[src/rtl/pause_rx_pkg.sv]
package pause_rx_pkg;
  localparam int BYTE_W    = 8;
  localparam int MAC_BYTES = 6;
  localparam int MAC_W     = MAC_BYTES * BYTE_W;
  localparam int QUANTA_W  = 16;

  // reserved destination for MAC control PAUSE requests
  localparam logic [MAC_W-1:0] PAUSE_DA = 48'h0180_C200_0001;

  // length/type followed by opcode, checked as one contiguous field
  localparam int CTL_FIRST = 2 * MAC_BYTES;
  localparam int CTL_BYTES = 4;
  localparam logic [CTL_BYTES*BYTE_W-1:0] CTL_PATTERN = 32'h8808_0001;

  localparam int QNT_FIRST = CTL_FIRST + CTL_BYTES;
  localparam int QNT_BYTES = QUANTA_W / BYTE_W;
  localparam int HDR_LAST  = QNT_FIRST + QNT_BYTES - 1;
  localparam int POS_SAT   = HDR_LAST + 1;
  localparam int POS_W     = $clog2(POS_SAT + 1);
endpackage

[src/rtl/pause_field_cmp.sv]
module pause_field_cmp
  import pause_rx_pkg::*;
#(
  parameter int FIRST  = 0,
  parameter int NBYTES = MAC_BYTES
) (
  input  logic [POS_W-1:0]         pos,
  input  logic [BYTE_W-1:0]        data,
  input  logic [NBYTES*BYTE_W-1:0] pattern,
  output logic                     byte_ok
);
  localparam int PW = NBYTES * BYTE_W;

  logic [NBYTES-1:0] hit;

  for (genvar k = 0; k < NBYTES; k++) begin : g_hit
    assign hit[k] = (data == pattern[PW-1-BYTE_W*k -: BYTE_W]);
  end

  // bytes outside this field never spoil the running match
  always_comb begin
    byte_ok = 1'b1;
    for (int k = 0; k < NBYTES; k++) begin
      if (pos == POS_W'(FIRST + k)) byte_ok = hit[k];
    end
  end
endmodule

[src/rtl/pause_hdr_parser.sv]
module pause_hdr_parser
  import pause_rx_pkg::*;
(
  input  logic                clk,
  input  logic                rst,
  input  logic                rx_valid,
  input  logic                rx_sof,
  input  logic                rx_eof,
  input  logic [BYTE_W-1:0]   rx_data,
  input  logic                rx_crc_ok,
  input  logic                fc_enable,
  input  logic                ucast_enable,
  input  logic [MAC_W-1:0]    station_addr,
  output logic                pause_ok,
  output logic [QUANTA_W-1:0] pause_quanta
);
  logic                in_frame_q;
  logic [POS_W-1:0]    pos_q;
  logic [POS_W-1:0]    pos_c;
  logic                beat;
  logic                mc_q, uc_q, ctl_q;
  logic                mc_c, uc_c, ctl_c;
  logic                mc_byte_ok, uc_byte_ok, ctl_byte_ok;
  logic [QUANTA_W-1:0] qnt_q, qnt_c;
  logic                long_enough;
  logic                verdict;

  assign beat  = rx_valid & (rx_sof | in_frame_q);
  assign pos_c = rx_sof ? '0 : pos_q;

  pause_field_cmp #(.FIRST(0), .NBYTES(MAC_BYTES)) u_mc_cmp (
    .pos(pos_c), .data(rx_data), .pattern(PAUSE_DA), .byte_ok(mc_byte_ok)
  );

  pause_field_cmp #(.FIRST(0), .NBYTES(MAC_BYTES)) u_uc_cmp (
    .pos(pos_c), .data(rx_data), .pattern(station_addr), .byte_ok(uc_byte_ok)
  );

  pause_field_cmp #(.FIRST(CTL_FIRST), .NBYTES(CTL_BYTES)) u_ctl_cmp (
    .pos(pos_c), .data(rx_data), .pattern(CTL_PATTERN), .byte_ok(ctl_byte_ok)
  );

  always_comb begin
    mc_c  = (rx_sof ? 1'b1 : mc_q)  & mc_byte_ok;
    uc_c  = (rx_sof ? 1'b1 : uc_q)  & uc_byte_ok;
    ctl_c = (rx_sof ? 1'b1 : ctl_q) & ctl_byte_ok;
    qnt_c = qnt_q;
    for (int k = 0; k < QNT_BYTES; k++) begin
      if (pos_c == POS_W'(QNT_FIRST + k))
        qnt_c[QUANTA_W-1-BYTE_W*k -: BYTE_W] = rx_data;
    end
    long_enough = (pos_c >= POS_W'(HDR_LAST));
    verdict = fc_enable & rx_crc_ok & long_enough & ctl_c &
              (mc_c | (ucast_enable & uc_c));
  end

  always_ff @(posedge clk) begin
    if (rst) begin
      in_frame_q   <= 1'b0;
      pos_q        <= '0;
      mc_q         <= 1'b0;
      uc_q         <= 1'b0;
      ctl_q        <= 1'b0;
      qnt_q        <= '0;
      pause_ok     <= 1'b0;
      pause_quanta <= '0;
    end else begin
      pause_ok <= beat & rx_eof & verdict;
      if (beat) begin
        in_frame_q <= ~rx_eof;
        pos_q      <= (pos_c == POS_W'(POS_SAT)) ? pos_c : pos_c + 1'b1;
        mc_q       <= mc_c;
        uc_q       <= uc_c;
        ctl_q      <= ctl_c;
        qnt_q      <= qnt_c;
        if (rx_eof) pause_quanta <= qnt_c;
      end
    end
  end
endmodule

[src/rtl/pause_quanta_timer.sv]
module pause_quanta_timer
  import pause_rx_pkg::*;
(
  input  logic                clk,
  input  logic                rst,
  input  logic                enable,
  input  logic                load,
  input  logic [QUANTA_W-1:0] load_val,
  input  logic                slot_tick,
  output logic [QUANTA_W-1:0] remaining,
  output logic                inhibit,
  output logic                loaded
);
  logic [QUANTA_W-1:0] nxt;

  // priority: disable, then fresh load, then tick
  always_comb begin
    nxt = remaining;
    if (!enable)
      nxt = '0;
    else if (load)
      nxt = load_val;
    else if (slot_tick && (remaining != '0))
      nxt = remaining - 1'b1;
  end

  always_ff @(posedge clk) begin
    if (rst) begin
      remaining <= '0;
      inhibit   <= 1'b0;
      loaded    <= 1'b0;
    end else begin
      remaining <= nxt;
      inhibit   <= (nxt != '0);
      loaded    <= load;
    end
  end
endmodule

[src/rtl/pause_rx_timer.sv]
module pause_rx_timer
  import pause_rx_pkg::*;
(
  input  logic                clk,
  input  logic                rst,
  input  logic                rx_valid,
  input  logic                rx_sof,
  input  logic                rx_eof,
  input  logic [BYTE_W-1:0]   rx_data,
  input  logic                rx_crc_ok,
  input  logic                cfg_rx_fc_en,
  input  logic                cfg_ucast_en,
  input  logic [MAC_W-1:0]    cfg_station_addr,
  input  logic                slot_tick,
  output logic                tx_inhibit,
  output logic [QUANTA_W-1:0] pause_left,
  output logic                pause_seen
);
  logic                accept_pulse;
  logic [QUANTA_W-1:0] accept_quanta;

  pause_hdr_parser u_parser (
    .clk          (clk),
    .rst          (rst),
    .rx_valid     (rx_valid),
    .rx_sof       (rx_sof),
    .rx_eof       (rx_eof),
    .rx_data      (rx_data),
    .rx_crc_ok    (rx_crc_ok),
    .fc_enable    (cfg_rx_fc_en),
    .ucast_enable (cfg_ucast_en),
    .station_addr (cfg_station_addr),
    .pause_ok     (accept_pulse),
    .pause_quanta (accept_quanta)
  );

  pause_quanta_timer u_timer (
    .clk       (clk),
    .rst       (rst),
    .enable    (cfg_rx_fc_en),
    .load      (accept_pulse),
    .load_val  (accept_quanta),
    .slot_tick (slot_tick),
    .remaining (pause_left),
    .inhibit   (tx_inhibit),
    .loaded    (pause_seen)
  );
endmodule

[config.mk]
export PLATFORM = sky130hd
export DESIGN_NAME = pause_rx_timer
export DESIGN_NICKNAME = d
export VERILOG_FILES = /design/src/rtl/pause_rx_pkg.sv /design/src/rtl/pause_field_cmp.sv /design/src/rtl/pause_hdr_parser.sv /design/src/rtl/pause_quanta_timer.sv /design/src/rtl/pause_rx_timer.sv
export SDC_FILE = /design/constraint.sdc
export NUM_CORES = 1
export LEC_CHECK = 0
export BUFFER_PORTS_ARGS = -buffer_cell sky130_fd_sc_hd__buf_4
export CAP_MARGIN = 20
export CORE_MARGIN = 5
export CORE_UTILIZATION = 29
export DETAILED_ROUTE_END_ITERATION = 8
export GPL_ROUTABILITY_DRIVEN = 0
export PLACE_DENSITY_LB_ADDON = 0.12
export RECOVER_POWER = 25
export SLEW_MARGIN = 0
export SYNTH_ARGS = -nofsm -noshare
export SYNTH_HDL_FRONTEND = slang
export SYNTH_SLANG_ARGS = --single-unit
[constraint.sdc]
create_clock -name clk -period 5.6 [get_ports clk]
set_input_delay 1.4 -clock clk [delete_from_list [all_inputs] [get_ports clk]]
set_output_delay 1.4 -clock clk [all_outputs]
set_load 0.01 [all_outputs]
==> run metrics, run 1 <==
outcome=complete, but fails checks; failing checks=max-capacitance violations, max-slew violations; Routed Wire Length=12,300 um; initial DRC count=333; # rows=41; met1 GRT Util=21.3%; Mapped Avg Cell Area=7.70 sq um; P per Cell Area=474 nW/um^2; synth warn=0; Final Skew=0.00991 ns; Synth area leaders=dfxtp_1, xnor2_1, nand2_1; hold crit path type=reg -> reg; Leak Pwr=1.68 nW; Worst R2R Start=u_parser.pause_ok$_SDFF_PP0_; met2 GRT Util=24.8%; fin. max-slew vios=55; gr usage total=15.6%; fin crit share=65.4%; count leader, synth=nand2_1; core occupancy in the finished layout=37.7%; port bufs=82; met3 Use GR=3.04%; cts bufs inserted=9; EDFF count, synth=0; CP bufs+invs=1; Hold Startpoint=u_parser.qnt_q[3]$_SDFFE_PP0P_; Cell Chain, Critical Path=clkbuf_1, nand2b_1, nor3_1, nand4_1, a21oi_1; P&R area growth vs syn=26.3%; Critical Path RT=5.81 ns; chip height=125 um; Setup Fix Bufs, Post-CTS=0; layout cells sized above 1=17.8%; post-synth top area share=31.5%; synthesized area=3810 sq um; sequential-to-total area share from yosys stat=31.5%; clock latency on the worst-skew pair=0.33 ns; crit path DAT=3.87 ns; CP startpoint kind=primary input; via count=3,801; clock-pin slew on the worst setup and hold paths=0.05 ns; gr busiest metal=met2; Core Area=12,800 sq um; global-route wire length before repair=20,100 um; I/O pin total=83; Filler cells=1,328; CP Max Fanout=54; clk sinks=60; #FFs+latches synth=60; final instance count without filler cells=734; Inst Count DP=717; unique cell type count in the Yosys netlist=57; slew of the pin with the lowest slew margin=2.50 ns; unrepaired setup endpoints after global routing=false; Final ANT Viol Nets=0; largest net degree at the start of global routing=55; Initial Util=29.9%; CTS tree=done; initial antenna violation count=0; ANT cells=0; grt ovf=0; syn_nets=566; Fin Setup TNS=0 ns; CTS Hold Bufs=0; path type of the worst setup path=in -> reg; total power=2.28 mW; Crit path largest cell delay=1.74 ns; vias in the first global route=3,745; critical-path cell with the highest stage delay=clkbuf_1; Final Net Count=628; FFs w/ async S/R, synth=0%; drt drc=0; post-DR vias/cell=5.18; Fin. Hold Viols=0; Die Wd=125 um; Die ar.=15,500 sq um; PostCTS Resize Cnt=0; Min Clock Period, post-route=3.66 ns; Post-Syn Instances=495; H-tree level count=3; post-DP HPWL=9020 um; Max Root-Sink Buffers=2; Root Buffer=clkbuf_16; fmax=0.273 GHz; delay-heaviest family, CP=buffers and inverters; First-pass DRT Iterations=7; max cap viols=1; Synth Flop Type=dfxtp_1; Worst IR Drop VDD=0.000184 V; synth cell count leaders=nand2_1, dfxtp_1, xnor2_1, nor2_1, a21oi_1; Setup crit start=rst; final setup fails=0; Slew HR=-66.9%; Crit. End Element=flop; Synth area leader=dfxtp_1; WL/cell=16.8 um
## routing by layer
layer  share of wire [%]  vias to the layer above
li1                    -                     1894
met5                   0                        -
met4                 2.0                        0
met1                  48                     1769
met3                 4.7                       20
met2                  45                      118
## registers in the layout (all words and copies together) (netlist names)
signal and count:
u_timer.inhibit 1, u_timer.loaded 1, u_timer.remaining 16, u_parser.uc_q 1, u_parser.mc_q 1, u_parser.pos_q 5, u_parser.ctl_q 1, u_parser.pause_quanta 16
u_parser.pause_ok 1, u_parser.qnt_q 16, u_parser.in_frame_q 1
## cells in the final DEF, fill, tap and decap left out, types with 9 or more instances in the layout
cell type / n
nand2_1: 68
nor2_1: 44
nand4_1: 14
xnor2_1: 46
a21oi_1: 33
dfxtp_1: 60
o21ai_0: 23
clkbuf_1: 15
inv_1: 12
nor3_1: 15
nor2b_1: 9
a311oi_1: 21
clkbuf_16: 9
nand3_1: 26
buf_4: 71
## worst min-delay path: stages, from the launching register on
cell and delay, ns:
dfxtp_1 0.30, nand2_1 0.05, a21oi_1 0.05
## metrics by stage
stage | hold slack [ns] | instance area (sq um) | worst slack, ns
6_report | 0.456 | 4820 | 1.94
2_1_floorplan | 0.433 | 3810 | 2.46
5_1_grt | 0.476 | 4820 | 1.67
3_5_place_dp | 0.449 | 4520 | 2.09
4_1_cts | 0.457 | 4840 | 2.42
3_3_place_gp | 0.443 | 4520 | 2.10
## cell type report
type / count / area (sq um) / area share, %
sequential: 60 / 1200 / 24.9
clock inverter: 4 / 72.6 / 1.51
multi-input combinational: 389 / 2430 / 50.4
inverter: 12 / 45.0 / 0.935
timing repair buffer: 85 / 609 / 12.6
clock buffer: 12 / 246 / 5.12
tap: 172 / 215 / 4.47
## kinds of logic (layout without fill, tap and decap cells)
logic type | count (synthesis) | after routing | share of synthesized area, %
XOR/XNOR | 54 | 54 | 12.4
AO/OA/AOI/OAI | 114 | 114 | 20.2
buffers and inverters | 46 | 113 | 4.95
multiplexers | 1 | 1 | 0.262
flip-flops | 60 | 60 | 31.5
adder cells (fa/ha/maj) | 6 | 6 | 1.97
AND/OR/NAND/NOR | 214 | 214 | 28.7
## worst paths after layout
path	to	slack, ns	cells after the start
min reg2reg	u_parser.qnt_q[3]$_SDFFE_PP0P_	0.46	2
min	u_parser.qnt_q[3]$_SDFFE_PP0P_	0.46	2
max	u_parser.pause_ok$_SDFF_PP0_	1.94	5
max reg2reg	u_timer.inhibit$_SDFF_PP0_	2.93	6
## where the power goes
group	switching [mW]	internal, mW	leakage (nW)
combinational	0.624	0.494	1.04
clock	0.192	0.401	0.153
sequential	0.0847	0.487	0.488
total	0.901	1.38	1.68
(Power assumes the default switching activity.)
==> run 2, diff against run 1 <==
==> constraint.sdc (replaced) <==
create_clock -name clk -period 3.1 [get_ports clk]
set_input_delay 0.775 -clock clk [delete_from_list [all_inputs] [get_ports clk]]
set_output_delay 0.775 -clock clk [all_outputs]
set_load 0.01 [all_outputs]
==> run 2 against run 1 <==
Net effect:
- the flow now finishes without violations
- total power increased by 81%
- critical path depth rose by 1
- critical endpoint is now u_parser.pause_quanta[0]$_SDFFE_PP0P_
- global-route usage is 0.063 points lower
- flip-flop and latch count is the same
- wire length is 0.60% higher
- first-iteration DRC count fell by 4.5%
- final cell count up 1.1%
- register-to-register slack worse by 2.3 ns
- worst setup slack got worse by 1.5 ns
- highest routed layer unchanged
- worst hold slack got worse by 0.0015 ns
- clock power grew 84%
==> run metrics, run 2 (synthesized netlist as in run 1, its figures left out) <==
fin crit share=86.8%; post-DR vias/cell=5.10; commonest non-fill, non-tap cells in the layout=buf_4, nand2_1, dfxtp_1; delay-heaviest family, CP=buffers and inverters; fin. max-slew vios=0; Hold WS=0.454 ns; hold path endpoint=u_parser.qnt_q[0]$_SDFFE_PP0P_; CP Max Fanout=34; # rows=41; reg2reg path depth=9; WL/cell=16.7 um; Crit path largest cell delay=1.08 ns; Die ar.=15,500 sq um; initial DRC count=318; P&R area growth vs syn=27.1%; chip height=125 um; Core Area=12,800 sq um; CP bufs+invs=2; Seq. cell area=1200 sq um; vias in the first global route=3,725; Fin. Hold Viols=0; ANT cells=0; Leak Pwr=1.69 nW; I/O pin total=83; Final Skew=0.00728 ns; Reg2Reg Capture Point=u_timer.inhibit$_SDFF_PP0_; Filler cells=1,342; CTS tree=done; PostCTS Resize Cnt=0; layout cells sized above 1=18.4%; Setup Fix Bufs, Post-CTS=0; final setup fails=0; port bufs=82; gr usage total=15.6%; First-pass DRT Iterations=4; initial antenna violation count=0; Root Buffer=clkbuf_16; clock latency on the worst-skew pair=0.32 ns; dpl ws=0.244 ns; cts bufs inserted=9; H-tree level count=3; clock-pin slew on the worst setup and hold paths=0.06 ns; hold path cells=2; via count=3,785; CTS Hold Bufs=0; Final Net Count=636; grt ovf=0; Regs by FF count=u_parser.pause_quanta: 16 flops, u_parser.qnt_q: 16 flops, u_timer.remaining: 16 flops; Die Wd=125 um; DR top layer=met4; R2R Setup Slk=0.65 ns; Worst IR Drop VDD=0.000377 V; hold crit path type=reg -> reg; CP startpoint kind=primary input; unrepaired setup endpoints after global routing=false; largest net degree at the start of global routing=55; WL met2=5690 um; max cap viols=0; total power=4.12 mW; Initial Util=29.9%; Worst R2R Start=u_timer.remaining[0]$_SDFF_PP0_; path type of the worst setup path=in -> reg; Min Clock Period, post-route=2.69 ns; Slew HR=0.410%; P per Cell Area=850 nW/um^2; multi-input logic area=2430 sq um; crit path DAT=2.90 ns; Cell Chain, Critical Path=buf_4, o21a_1, and2_1, clkbuf_1, nor2_1, a311oi_1; Hold Startpoint=u_parser.qnt_q[0]$_SDFFE_PP0P_; leading cell type in the layout, fill and taps excluded=buf_4; global-route wire length before repair=19,900 um; Final ANT Viol Nets=0; post-DP HPWL=9290 um; critical-path cell with the highest stage delay=clkbuf_1; fmax=0.371 GHz; met3 WL=426 um; wl on met1=6160 um; slew of the pin with the lowest slew margin=1.49 ns; Critical Path RT=3.31 ns; Crit. End Element=flop; setup ws final=0.408 ns; clk sinks=60; Fin Setup TNS=0 ns; Max Root-Sink Buffers=2; drt drc=0; Routed Wire Length=12,400 um; outcome=finished clean
run 2: cell count changes in the layout (fill, tap and decap cells not counted):
cell	delta
clkbuf_1	+3
buf_4	+4
clkinv_2	-1
clkbuf_2	+1
clkinvlp_4	+1
buf_16	-1
inv_6	+1
run 2: routing by layer:
| metal | GRT usage [%] | vias to the layer above |
|---|---|---|
| met1 | 21.7 | 1765 |
| met2 | 24.5 | 90 |
| met5 | 0 | - |
| met3 | 2.23 | 9 |
| met4 | 5.35 | 0 |
| li1 | - | 1921 |
run 2: worst max-delay path by stage:
| stage | startpoint | endpoint | depth (start not counted) |
|---|---|---|---|
| 6_report | rx_sof | u_parser.pause_quanta[0]$_SDFFE_PP0P_ | 6 |
| 5_1_grt | rx_sof | u_parser.pause_quanta[5]$_SDFFE_PP0P_ | 6 |
| 4_1_cts | rx_sof | u_parser.uc_q$_SDFFE_PP0P_ | 9 |
| 2_1_floorplan | slot_tick | u_timer.inhibit$_SDFF_PP0_ | 8 |
| 3_3_place_gp | rx_sof | u_parser.uc_q$_SDFFE_PP0P_ | 9 |
| 3_5_place_dp | rx_sof | u_parser.uc_q$_SDFFE_PP0P_ | 9 |
run 2: cell type report:
| type | count | area share [%] |
|---|---|---|
| clock inverters | 5 | 1.73 |
| inverters | 12 | 0.929 |
| multi-input cells | 389 | 50.1 |
| well taps | 172 | 4.44 |
| clock buffers | 11 | 5.01 |
| repair buffers | 93 | 13.0 |
| flip-flops and latches | 60 | 24.8 |
run 2: per-stage QoR:
step / util, % / area [sq um] / cells
after floorplan: - / 3810 / 495
after global placement: 35.9 / 4590 / 726
after detailed placement: 35.9 / 4590 / 726
after CTS: 38.5 / 4910 / 742
after global routing: 38.0 / 4850 / 742
final: 38.0 / 4850 / 742
run 2: worst min-delay path, delay by kind of cell, from the launching register on:
family             cells  cell delay (ns)
and+or+nand+nor        1             0.05
DFF                    1             0.31
AOI/OAI and AO/OA      1             0.05
run 2: power by group:
group | total (mW) | leakage (nW) | switching (mW) | internal, mW
sequential | 1.03 | 0.488 | 0.152 | 0.879
combinational | 2.00 | 1.05 | 1.12 | 0.879
clock | 1.09 | 0.152 | 0.366 | 0.728
total | 4.12 | 1.69 | 1.63 | 2.49
